--- config.mk ---
export PLATFORM = sky130hd
export DESIGN_NAME = wt_cache
export DESIGN_NICKNAME = d
export VERILOG_FILES = /design/src/rtl/wt_cache_pkg.sv /design/src/rtl/wt_cache_tags.sv /design/src/rtl/wt_cache_data.sv /design/src/rtl/wt_cache.sv
export SDC_FILE = /design/constraint.sdc
export NUM_CORES = 2
export LEC_CHECK = 0
export ABC_AREA = 1
export BUFFER_PORTS_ARGS = -buffer_cell sky130_fd_sc_hd__buf_2
export CAP_MARGIN = 40
export CELL_PAD_IN_SITES_DETAIL_PLACEMENT = 0
export CELL_PAD_IN_SITES_GLOBAL_PLACEMENT = 1
export CORE_ASPECT_RATIO = 0.9
export CORE_MARGIN = 2
export CORE_UTILIZATION = 35
export CTS_CLUSTER_DIAMETER = 80
export DETAILED_ROUTE_END_ITERATION = 6
export PLACE_DENSITY = 0.62
export SETUP_SLACK_MARGIN = 0.15
export SLEW_MARGIN = 20
export SYNTH_ARGS = -nofsm -noshare
export SYNTH_HDL_FRONTEND = slang
export SYNTH_SLANG_ARGS = --single-unit
--- constraint.sdc ---
create_clock -name clk_i -period 3.7 [get_ports clk_i]
set_clock_uncertainty 0.2 [all_clocks]
set_input_delay 0.74 -clock clk_i [delete_from_list [all_inputs] [get_ports clk_i]]
set_output_delay 0.74 -clock clk_i [all_outputs]
set_load 0.01 [all_outputs]
--- src/rtl/wt_cache_pkg.sv ---
package wt_cache_pkg;
  typedef enum logic [1:0] {
    ST_IDLE,
    ST_FILL,
    ST_WRITE
  } cache_state_e;
endpackage

--- src/rtl/wt_cache_tags.sv ---
module wt_cache_tags #(
  parameter int unsigned NUM_WAYS = 2,
  parameter int unsigned NUM_SETS = 4,
  parameter int unsigned TAG_W    = 26,
  parameter int unsigned IDX_W    = 2,
  parameter int unsigned WAY_W    = 1
) (
  input  logic             clk_i,
  input  logic             rst_ni,
  input  logic             flush_i,
  input  logic [IDX_W-1:0] look_idx_i,
  input  logic [TAG_W-1:0] look_tag_i,
  output logic             hit_o,
  output logic [WAY_W-1:0] hit_way_o,
  output logic [WAY_W-1:0] victim_o,
  input  logic             fill_i,
  input  logic [IDX_W-1:0] fill_idx_i,
  input  logic [WAY_W-1:0] fill_way_i,
  input  logic [TAG_W-1:0] fill_tag_i
);
  logic [NUM_WAYS-1:0] valid_q [NUM_SETS];
  logic [TAG_W-1:0]    tag_q   [NUM_SETS][NUM_WAYS];
  logic [WAY_W-1:0]    rr_q;
  logic [NUM_WAYS-1:0] match;

  for (genvar w = 0; w < NUM_WAYS; w++) begin : g_cmp
    assign match[w] = valid_q[look_idx_i][w] && (tag_q[look_idx_i][w] == look_tag_i);
  end

  always_comb begin
    hit_o     = |match;
    hit_way_o = '0;
    victim_o  = rr_q;
    for (int w = NUM_WAYS - 1; w >= 0; w--) begin
      if (match[w]) hit_way_o = WAY_W'(w);
      if (!valid_q[look_idx_i][w]) victim_o = WAY_W'(w);  // lowest empty way wins
    end
  end

  always_ff @(posedge clk_i or negedge rst_ni) begin
    if (!rst_ni) begin
      rr_q <= '0;
      for (int s = 0; s < NUM_SETS; s++) valid_q[s] <= '0;
    end else if (flush_i) begin
      rr_q <= '0;
      for (int s = 0; s < NUM_SETS; s++) valid_q[s] <= '0;
    end else if (fill_i) begin
      if (valid_q[fill_idx_i][fill_way_i])
        rr_q <= (rr_q == WAY_W'(NUM_WAYS - 1)) ? '0 : rr_q + WAY_W'(1);
      valid_q[fill_idx_i][fill_way_i] <= 1'b1;
    end
  end

  always_ff @(posedge clk_i) begin
    if (fill_i) tag_q[fill_idx_i][fill_way_i] <= fill_tag_i;
  end
endmodule

--- src/rtl/wt_cache_data.sv ---
module wt_cache_data #(
  parameter int unsigned NUM_SETS = 4,
  parameter int unsigned NUM_WAYS = 2,
  parameter int unsigned WORDS    = 4,
  parameter int unsigned WORD_W   = 32,
  parameter int unsigned IDX_W    = 2,
  parameter int unsigned WAY_W    = 1,
  parameter int unsigned WOFF_W   = 2,
  localparam int unsigned BE_W    = WORD_W / 8
) (
  input  logic              clk_i,
  input  logic              we_i,
  input  logic [IDX_W-1:0]  wr_idx_i,
  input  logic [WAY_W-1:0]  wr_way_i,
  input  logic [WOFF_W-1:0] wr_word_i,
  input  logic [WORD_W-1:0] wr_data_i,
  input  logic [BE_W-1:0]   wr_be_i,
  input  logic [IDX_W-1:0]  rd_idx_i,
  input  logic [WAY_W-1:0]  rd_way_i,
  input  logic [WOFF_W-1:0] rd_word_i,
  output logic [WORD_W-1:0] rd_data_o
);
  logic [WORD_W-1:0] mem_q [NUM_SETS][NUM_WAYS][WORDS];

  always_ff @(posedge clk_i) begin
    if (we_i) begin
      for (int b = 0; b < BE_W; b++) begin
        if (wr_be_i[b]) mem_q[wr_idx_i][wr_way_i][wr_word_i][b*8 +: 8] <= wr_data_i[b*8 +: 8];
      end
    end
  end

  assign rd_data_o = mem_q[rd_idx_i][rd_way_i][rd_word_i];
endmodule

--- src/rtl/wt_cache.sv ---
module wt_cache
  import wt_cache_pkg::*;
#(
  parameter int unsigned ADDR_W     = 32,
  parameter int unsigned WORD_W     = 32,
  parameter int unsigned LINE_BYTES = 16,
  parameter int unsigned NUM_WAYS   = 2,
  parameter int unsigned NUM_SETS   = 4,
  parameter int unsigned CNT_W      = 32
) (
  input  logic                clk_i,
  input  logic                rst_ni,
  input  logic                flush_i,
  input  logic                stat_en_i,
  input  logic                cpu_req_i,
  input  logic                cpu_we_i,
  input  logic [ADDR_W-1:0]   cpu_addr_i,
  input  logic [WORD_W-1:0]   cpu_wdata_i,
  input  logic [WORD_W/8-1:0] cpu_be_i,
  output logic                cpu_ready_o,
  output logic [WORD_W-1:0]   cpu_rdata_o,
  output logic                mem_req_o,
  output logic                mem_we_o,
  output logic [ADDR_W-1:0]   mem_addr_o,
  output logic [WORD_W-1:0]   mem_wdata_o,
  output logic [WORD_W/8-1:0] mem_be_o,
  input  logic                mem_ready_i,
  input  logic [WORD_W-1:0]   mem_rdata_i,
  output logic [CNT_W-1:0]    hit_count_o,
  output logic [CNT_W-1:0]    miss_count_o
);
  localparam int unsigned BE_W      = WORD_W / 8;
  localparam int unsigned WORDS     = LINE_BYTES / BE_W;
  localparam int unsigned BYTE_BITS = $clog2(BE_W);
  localparam int unsigned OFF_BITS  = $clog2(LINE_BYTES);
  localparam int unsigned IDX_BITS  = $clog2(NUM_SETS);
  localparam int unsigned IDX_W     = (IDX_BITS > 0) ? IDX_BITS : 1;
  localparam int unsigned WOFF_W    = (WORDS > 1) ? $clog2(WORDS) : 1;
  localparam int unsigned WAY_W     = (NUM_WAYS > 1) ? $clog2(NUM_WAYS) : 1;
  localparam int unsigned TAG_W     = ADDR_W - OFF_BITS - IDX_BITS;

  function automatic logic [IDX_W-1:0] idx_of(input logic [ADDR_W-1:0] a);
    if (IDX_BITS == 0) return '0;
    return IDX_W'(a >> OFF_BITS);
  endfunction

  function automatic logic [TAG_W-1:0] tag_of(input logic [ADDR_W-1:0] a);
    return TAG_W'(a >> (OFF_BITS + IDX_BITS));
  endfunction

  function automatic logic [WOFF_W-1:0] woff_of(input logic [ADDR_W-1:0] a);
    if (WORDS == 1) return '0;
    return WOFF_W'(a >> BYTE_BITS);
  endfunction

  cache_state_e      st_q;
  logic [ADDR_W-1:0] addr_q;
  logic [WORD_W-1:0] wdata_q, crit_q;
  logic [BE_W-1:0]   be_q;
  logic [WOFF_W-1:0] beat_q;
  logic [WAY_W-1:0]  vict_q;
  logic [CNT_W-1:0]  hit_cnt_q, miss_cnt_q;

  logic              hit, accept, st_hit, fill_beat, last_beat;
  logic [WAY_W-1:0]  hit_way, vict_way;
  logic [WORD_W-1:0] rd_word;

  assign accept    = (st_q == ST_IDLE) && cpu_req_i && !flush_i;
  assign st_hit    = accept && cpu_we_i && hit;
  assign fill_beat = (st_q == ST_FILL) && mem_ready_i;
  assign last_beat = (beat_q == WOFF_W'(WORDS - 1));

  wt_cache_tags #(
    .NUM_WAYS(NUM_WAYS), .NUM_SETS(NUM_SETS), .TAG_W(TAG_W), .IDX_W(IDX_W), .WAY_W(WAY_W)
  ) u_tags (
    .clk_i      (clk_i),
    .rst_ni     (rst_ni),
    .flush_i    (flush_i),
    .look_idx_i (idx_of(cpu_addr_i)),
    .look_tag_i (tag_of(cpu_addr_i)),
    .hit_o      (hit),
    .hit_way_o  (hit_way),
    .victim_o   (vict_way),
    .fill_i     (fill_beat && last_beat),
    .fill_idx_i (idx_of(addr_q)),
    .fill_way_i (vict_q),
    .fill_tag_i (tag_of(addr_q))
  );

  wt_cache_data #(
    .NUM_SETS(NUM_SETS), .NUM_WAYS(NUM_WAYS), .WORDS(WORDS), .WORD_W(WORD_W),
    .IDX_W(IDX_W), .WAY_W(WAY_W), .WOFF_W(WOFF_W)
  ) u_data (
    .clk_i     (clk_i),
    .we_i      (st_hit || fill_beat),
    .wr_idx_i  (fill_beat ? idx_of(addr_q) : idx_of(cpu_addr_i)),
    .wr_way_i  (fill_beat ? vict_q : hit_way),
    .wr_word_i (fill_beat ? beat_q : woff_of(cpu_addr_i)),
    .wr_data_i (fill_beat ? mem_rdata_i : cpu_wdata_i),
    .wr_be_i   (fill_beat ? {BE_W{1'b1}} : cpu_be_i),
    .rd_idx_i  (idx_of(cpu_addr_i)),
    .rd_way_i  (hit_way),
    .rd_word_i (woff_of(cpu_addr_i)),
    .rd_data_o (rd_word)
  );

  always_ff @(posedge clk_i or negedge rst_ni) begin
    if (!rst_ni) begin
      st_q       <= ST_IDLE;
      addr_q     <= '0;
      wdata_q    <= '0;
      be_q       <= '0;
      beat_q     <= '0;
      vict_q     <= '0;
      crit_q     <= '0;
      hit_cnt_q  <= '0;
      miss_cnt_q <= '0;
    end else if (flush_i) begin
      st_q       <= ST_IDLE;
      hit_cnt_q  <= '0;
      miss_cnt_q <= '0;
    end else begin
      unique case (st_q)
        ST_IDLE: if (accept) begin
          addr_q  <= cpu_addr_i;
          wdata_q <= cpu_wdata_i;
          be_q    <= cpu_be_i;
          beat_q  <= '0;
          vict_q  <= vict_way;
          if (cpu_we_i) st_q <= ST_WRITE;
          else if (!hit) st_q <= ST_FILL;
          if (stat_en_i) begin
            if (hit) hit_cnt_q <= hit_cnt_q + CNT_W'(1);
            else     miss_cnt_q <= miss_cnt_q + CNT_W'(1);
          end
        end
        ST_FILL: if (mem_ready_i) begin
          beat_q <= beat_q + WOFF_W'(1);
          if (beat_q == woff_of(addr_q)) crit_q <= mem_rdata_i;
          if (last_beat) st_q <= ST_IDLE;
        end
        ST_WRITE: if (mem_ready_i) st_q <= ST_IDLE;
        default: st_q <= ST_IDLE;
      endcase
    end
  end

  always_comb begin
    cpu_ready_o = 1'b0;
    unique case (st_q)
      ST_IDLE:  cpu_ready_o = accept && !cpu_we_i && hit;
      ST_FILL:  cpu_ready_o = mem_ready_i && last_beat;
      ST_WRITE: cpu_ready_o = mem_ready_i;
      default:  cpu_ready_o = 1'b0;
    endcase
  end

  // Critical word may arrive on the completing beat itself.
  assign cpu_rdata_o  = (st_q != ST_FILL) ? rd_word :
                        (beat_q == woff_of(addr_q)) ? mem_rdata_i : crit_q;
  assign mem_req_o    = (st_q != ST_IDLE);
  assign mem_we_o     = (st_q == ST_WRITE);
  assign mem_addr_o   = (st_q == ST_WRITE) ? addr_q :
                        ((addr_q & ~ADDR_W'(LINE_BYTES - 1)) | (ADDR_W'(beat_q) << BYTE_BITS));
  assign mem_wdata_o  = wdata_q;
  assign mem_be_o     = (st_q == ST_WRITE) ? be_q : {BE_W{1'b1}};
  assign hit_count_o  = hit_cnt_q;
  assign miss_count_o = miss_cnt_q;
endmodule

**Word-level counts from Yosys, hierarchy flattened**

Memories as Yosys holds them, arrays and structs flattened.
Cells that the tools add are included.

- $lt $le $gt $ge: 13
- Eq/ne operators: 15
- Mux-type cells: 859
- Add/sub/neg operators: 4
- Reductions and logical operators: 36
- Bitwise logic cells: 778

Operator list:

| kind | count |
|---|---|
| $mux W256 | 4 |
| $mux W128 | 7 |
| $mux W1 | 789 |
| $or A1 B1 Y1 | 768 |
| $mux W32 | 17 |
| $demux W128 S1 | 4 |
| $demux W32 S2 | 4 |
| $add A32 B1 Y32 const B | 2 |
| $bmux W32 S2 | 1 |
| $eq A26 B26 Y1 | 2 |
| $mux W52 | 1 |
| $mux W2 | 16 |
| $or A32 B4 Y32 | 1 |
| $demux W26 S1 | 1 |
| $mux W26 | 1 |
| $mux W24 | 1 |
| $mux W8 | 3 |
| $logic_and A1 B1 Y1 | 16 |
| $mux W16 | 1 |
| $reduce_bool A2 Y1 | 8 |
| $ge A3 B3 Y1 const B | 4 |
| $not A2 Y3 | 4 |
| $reduce_and A4 Y1 | 3 |
| $ne A3 B3 Y1 const B | 3 |
| 31 further kinds | 44 |

- Input port bits: 107
- Register bits: 178
- Memories: 2
- RAM bits: 1232
- Output and inout bits: 167

Memory list:

| name | words | width | rd ports | clocked after memory_dff | write ports | line | text |
|---|---|---|---|---|---|---|---|
| u_data.mem_q | 4 | 256 | 1 | 0 | 1 | wt_cache_data.sv:23 | `logic [WORD_W-1:0] mem_q [NUM_SETS][NUM_WAYS][WORDS];` |
| u_tags.tag_q | 4 | 52 | 1 | 0 | 1 | wt_cache_tags.sv:22 | `logic [TAG_W-1:0] tag_q [NUM_SETS][NUM_WAYS];` |

**Logic depth before layout (Yosys ltp)**

- Depth in word-level cells: 17
- Gate-level depth with buffers: 22
- Depth with buffers taken out: 18

**By module**

A second synthesis with hierarchy kept.

- Cells, all modules: 5879
- Area, all modules: 60982.2 um2

Modules (own cells, without submodules):

| module | cells each | instances | sequential area each (um2) | area each (um2) |
|---|---|---|---|---|
| wt_cache_data | 3652 | 1 | 30749.5 | 42221.7 |
| wt_cache_tags | 908 | 1 | 6471.2 | 9406.5 |
| wt_cache | 1319 | 1 | 4229.1 | 9354.0 |

**Least setup slack after synthesis**

Ideal clock, no wire load.

- Path type: input to output
- Start: input cpu_addr_i[4]
- End: output cpu_rdata_o[7]
- Stages on the path: 20
- Arrival time: 2.726 ns
- Buffers on the path: 5
- Path slack: 0.034 ns
- Data required time: 2.760 ns
- Cell sequence: buf_4 -> inv_4 -> buf_6 -> buf_2 -> nand2_1 -> nand3_1 -> nand3_1 -> nand2_1 -> nand3_1 -> nor2_1 -> nand3_1 -> nor2_1 -> nand2_1 -> buf_2 -> buf_2 -> nand2_1 -> nand3_1 -> nand3_1 -> nand3_1 -> nand2_1

- Word-level cells in the longest chain between the ends: 15
- Elaborated cells on any way between the ends: 20

RTL lines:

| what | line | text |
|---|---|---|
| start, declared | wt_cache.sv:17 | `input logic [ADDR_W-1:0] cpu_addr_i,` |
| parallel branches: the longest is 8 deep, another holds $mem_v2 Z4 W52 | - |  |
| $mux W128 (not written as such) (*) (3 in series) | wt_cache_data.sv:33 | `assign rd_data_o = mem_q[rd_idx_i][rd_way_i][rd_word_i];` |
| $bmux W32 S2 (*) | wt_cache_data.sv:33 |  |
| $mux W32 (not written as such) (*) (2 in series) | wt_cache_data.sv:33 |  |
| $mux W32 (*) | wt_cache.sv:159 | `assign cpu_rdata_o = (st_q != ST_FILL) ? rd_word :` |
| end, declared | wt_cache.sv:21 | `output logic [WORD_W-1:0] cpu_rdata_o,` |

Every way passes the cells marked *. The select of a mux whose other input is x is not followed.

**Worst setup path after layout**

- Start: input cpu_addr_i[5]
- End: output cpu_rdata_o[17]

Same word-level chain as after synthesis.

==> impl_metrics.toml <==
[flow_run]
drv.max_cap_violation_count = 0

[logic_synthesis]
postSynthNetCount = 5445
synth-edff-count = 1232
netlist_area_sq_um = 60200
ys.warnings.count = 0
asyncSetResetFlopFracSynth = 0.126
yosysSeqAreaShare = 0.689
top_reg_cell_synth = "sky130_fd_sc_hd__edfxtp_1"
number_of_storage_elements_in_the_synthesis_netlist = 1410
synth.avg_cell_area_sq_um = 11.3
synthDistinctLibCells = 41
netlist_instances = 5335

[routing]
vias = 43241
ant_nets = 0
drt_first_pass_iters = 6
overall_routed_net_length_um = 190000
viasPerCell = 5.22
first_iter_violations = 4102
drc = 0
detail_route.wl_per_cell_um = 23.0

[timing]
fin_worst_hold_slack_ns = 0.0643
grt_setup_unrepaired = "true"
setup_viol = 33
tcrit_tclk_final = 1.21
relSlewSlack = 0.392
worst-slew-pin-transition_ns = 0.912
max_freq_ghz = 0.223
report.final.hold_viol_count = 0
final_worst_setup_slack_ns = -0.779
max_slew_violation_count = 0
layout_min_cycle_time_ns = 4.48

[placed_design]
place.detailed.hpwl_um = 121000
place.port_buffers = 273
placedCellCount = 7959
finalWeightedCongestion = 0.880

[critical_path]
worst_path_most_repeated_cell = "sky130_fd_sc_hd__nand2_1"
cp.arrival_ns = 3.54
worstPathCellList = "buf_6, buf_4, buf_12, nand3_1, nand2_1, nand2_1, nand2_1, nor2_1, nand2_1, nor2_2, nand2_4, nor2_4, buf_12, nand2_8, buf_12, buf_4, nand2_2, nand3_2, nand3_2, nand3_4, buf_6, nand2_2, buf_6"
critical_path.startpoint_type = "input pin"
crit_type = "input pin to output pin"
worst_r2r_startpoint = "u_tags.tag_q[1][35]$_DFFE_PP_"
cp_num_buf_inv = 8
timing.critical_path.slowest_stage_cell = "sky130_fd_sc_hd__buf_4"
path_max_fanout = 16
timing.critical_path.required_ns = 2.76
crit_path_end_kind = "output pin"
crit_path_start = "cpu_addr_i[5]"
slowest_cell_delay_on_critical_path_ns = 0.20
cpLargestDelayFamily = "simple AND/OR/NAND/NOR gates"

[power]
total_leakage_power_uw = 0.0278
max_vdd_drop_mv = 0.350
power_density_nw_per_um2 = 504
report.power.total_uw = 37900

[grt]
grt_first_pass_wirelength_um = 277000
grt_max_degree = 163
grt.overflow.total = 0
first_global_vias = 40987
grt_use_total = 0.212
grt_antenna_before_repair = 10

[floorplan]
placement_rows = 144
core_sq_um = 171000
ioPinCount = 274
start_util = 0.352
die_ht_um = 397
die_area_sq_um = 175000
die_w_um = 441

[hold_path]
worst_hold_startpoint = "cpu_wdata_i[13]"
min-delay-path-class = "input pin to flop"

[clock_tree]
htreeDepth = 4
cts_buffers = 148
clock_path_buffers = 3
worst_setup_hold_path_clk_slew_ns = 0.06
tritoncts = "yes"
clock_latency_ns = 0.80
cts_sinks = 1410
clk_root_buffer_cell = "sky130_fd_sc_hd__clkbuf_16"

[finish]
final_util = 0.440
proportion_of_layout_cells_with_a_drive_suffix_above_1 = 0.235
area_growth_pct = 25.1
finish.net_count = 6005
final_cells = 8279

[outcome]
failed_checks = "setup timing"
status = "finished with violations"
## through the flow
| step | cell area, sq um | setup TNS, ns | setup WS [ns] |
|---|---|---|---|
| after floorplan | 60500 | 0 | 0.140 |
| after global placement | 67300 | -786.55 | -1.20 |
| after detailed placement | 67500 | -777.71 | -1.15 |
| after CTS | 73900 | -22.75 | -0.756 |
| after global routing | 75300 | -27.54 | -0.888 |
| final | 75300 | -22.93 | -0.779 |
## registers in the layout, summed over array words and instances (netlist names), 4 cells and up
register / count
u_data.mem_q: 1024
u_tags.tag_q: 208
addr_q: 32
crit_q: 32
hit_count_o: 32
mem_wdata_o: 32
miss_count_o: 32
u_tags.valid_q: 8
be_q: 4
## power breakdown
part / total (uW) / leakage (uW) / internal (uW) / switching (uW)
Sequential: 18400 / 0.0134 / 18000 / 367
Combinational: 4390 / 0.0120 / 1520 / 2870
Clock: 15100 / 0.00238 / 8750 / 6380
## cells by family (layout without fill, tap and decap cells)
kind of cell,Yosys count,count (layout),share of synthesized area
flops,1410,1410,0.689
simple gates,2468,2468,0.176
mux,32,32,0.00532
buf+inv,541,1219,0.0372
fa+ha+maj,3,3,0.000624
xor+xnor,25,25,0.00364
other cells,0,3,0
compound gates,856,856,0.0883
## layout by cell type (no fill, tap or decap), types with 38 or more instances in the layout
cell                        synthesis  final
sky130_fd_sc_hd__buf_12             0     71
sky130_fd_sc_hd__dfrtp_1          178    178
sky130_fd_sc_hd__a21oi_1          177    176
sky130_fd_sc_hd__o21ai_0          397    365
sky130_fd_sc_hd__clkbuf_16          0    159
sky130_fd_sc_hd__nand3_1          447    294
sky130_fd_sc_hd__o22ai_1           96     96
sky130_fd_sc_hd__nand3_2            0    134
sky130_fd_sc_hd__inv_1            170    167
sky130_fd_sc_hd__nor3_1            38     38
sky130_fd_sc_hd__edfxtp_1        1232   1232
sky130_fd_sc_hd__nor2_1           460    391
sky130_fd_sc_hd__buf_4             31    335
sky130_fd_sc_hd__nand2_2           34     81
sky130_fd_sc_hd__a32o_1           161    161
sky130_fd_sc_hd__buf_6              1     76
sky130_fd_sc_hd__buf_2             64    242
sky130_fd_sc_hd__nand2_1         1301   1227
sky130_fd_sc_hd__nor2_4             4     49
sky130_fd_sc_hd__nand3b_1          96     96
## timing repair
item	CTS	global route
resized for setup	226	262
pin swaps	82	82
endpoints found under the setup margin	699	636
hold endpoints to repair	66	0
gates cloned	12	7
hold buffers	6	0
setup buffers	14	10
## synthesized netlist by cell type (64+ instances only)
library cell,count,share of area
sky130_fd_sc_hd__edfxtp_1,1232,0.61
sky130_fd_sc_hd__a21oi_1,177,0.015
sky130_fd_sc_hd__dfrtp_1,178,0.074
sky130_fd_sc_hd__nand3b_1,96,0.012
sky130_fd_sc_hd__nand2_1,1301,0.081
sky130_fd_sc_hd__buf_2,64,0.0053
sky130_fd_sc_hd__a32o_1,161,0.027
sky130_fd_sc_hd__o21ai_0,397,0.033
sky130_fd_sc_hd__nor2_1,460,0.029
sky130_fd_sc_hd__nand3_1,447,0.037
sky130_fd_sc_hd__o22ai_1,96,0.010
sky130_fd_sc_hd__inv_1,170,0.011
sky130_fd_sc_hd__clkbuf_1,244,0.015
## worst reg2reg max path, cell delays in order (launching register included)
cell,delay (ns)
sky130_fd_sc_hd__edfxtp_1,0.36
sky130_fd_sc_hd__nand2_1,0.09
sky130_fd_sc_hd__nand3_2,0.09
sky130_fd_sc_hd__nand3_1,0.10
sky130_fd_sc_hd__nand2_1,0.05
sky130_fd_sc_hd__inv_1,0.06
sky130_fd_sc_hd__nand2_1,0.08
sky130_fd_sc_hd__nor2_4,0.14
sky130_fd_sc_hd__nand2_2,0.11
sky130_fd_sc_hd__nor2_4,0.19
sky130_fd_sc_hd__nand2_8,0.11
sky130_fd_sc_hd__buf_12,0.17
sky130_fd_sc_hd__buf_12,0.16
sky130_fd_sc_hd__o21ai_4,0.13
sky130_fd_sc_hd__buf_6,0.15
sky130_fd_sc_hd__nand3_4,0.09
sky130_fd_sc_hd__o21ai_4,0.31
sky130_fd_sc_hd__buf_12,0.23
sky130_fd_sc_hd__buf_12,0.13
sky130_fd_sc_hd__nand2_8,0.07
sky130_fd_sc_hd__nor2_4,0.12
sky130_fd_sc_hd__buf_8,0.16
## per-layer routing
layer / vias up / GRT usage / share of wire
met5: - / 0 / 0
met4: 0 / 0.0561 / 0.026
met3: 251 / 0.0277 / 0.049
met2: 1146 / 0.346 / 0.48
met1: 21711 / 0.297 / 0.45
li1: 20133 / - / -
## layout make-up
class / instances / area [sq um]
fillers: 15934 / 95700
diodes: 3 / 7.51
inverters: 174 / 703
flip-flops and latches: 1410 / 41400
clock inverters: 80 / 807
repair inverters: 3 / 71.3
clock buffers: 188 / 4090
multi-input cells: 3384 / 18300
well taps: 2263 / 2830
repair buffers: 774 / 6960
## path summary, 6_finish.rpt
kind / slack [ns] / to / cells past startpoint
setup / recovery: -0.78 / cpu_rdata_o[17] / 23
hold / removal: 0.06 / mem_wdata_o[13]$_DFFE_PN0P_ / 3
setup reg to reg: 0.14 / u_data.mem_q[0][51]$_DFFE_PP_ / 21
hold reg to reg: 0.28 / mem_wdata_o[5]$_DFFE_PN0P_ / 2
max in group asynchronous: 2.21 / mem_wdata_o[26]$_DFFE_PN0P_ / 3
min in group asynchronous: 0.33 / miss_count_o[2]$_DFFE_PN0P_ / 2
Power figures use the tool's default switching activity.
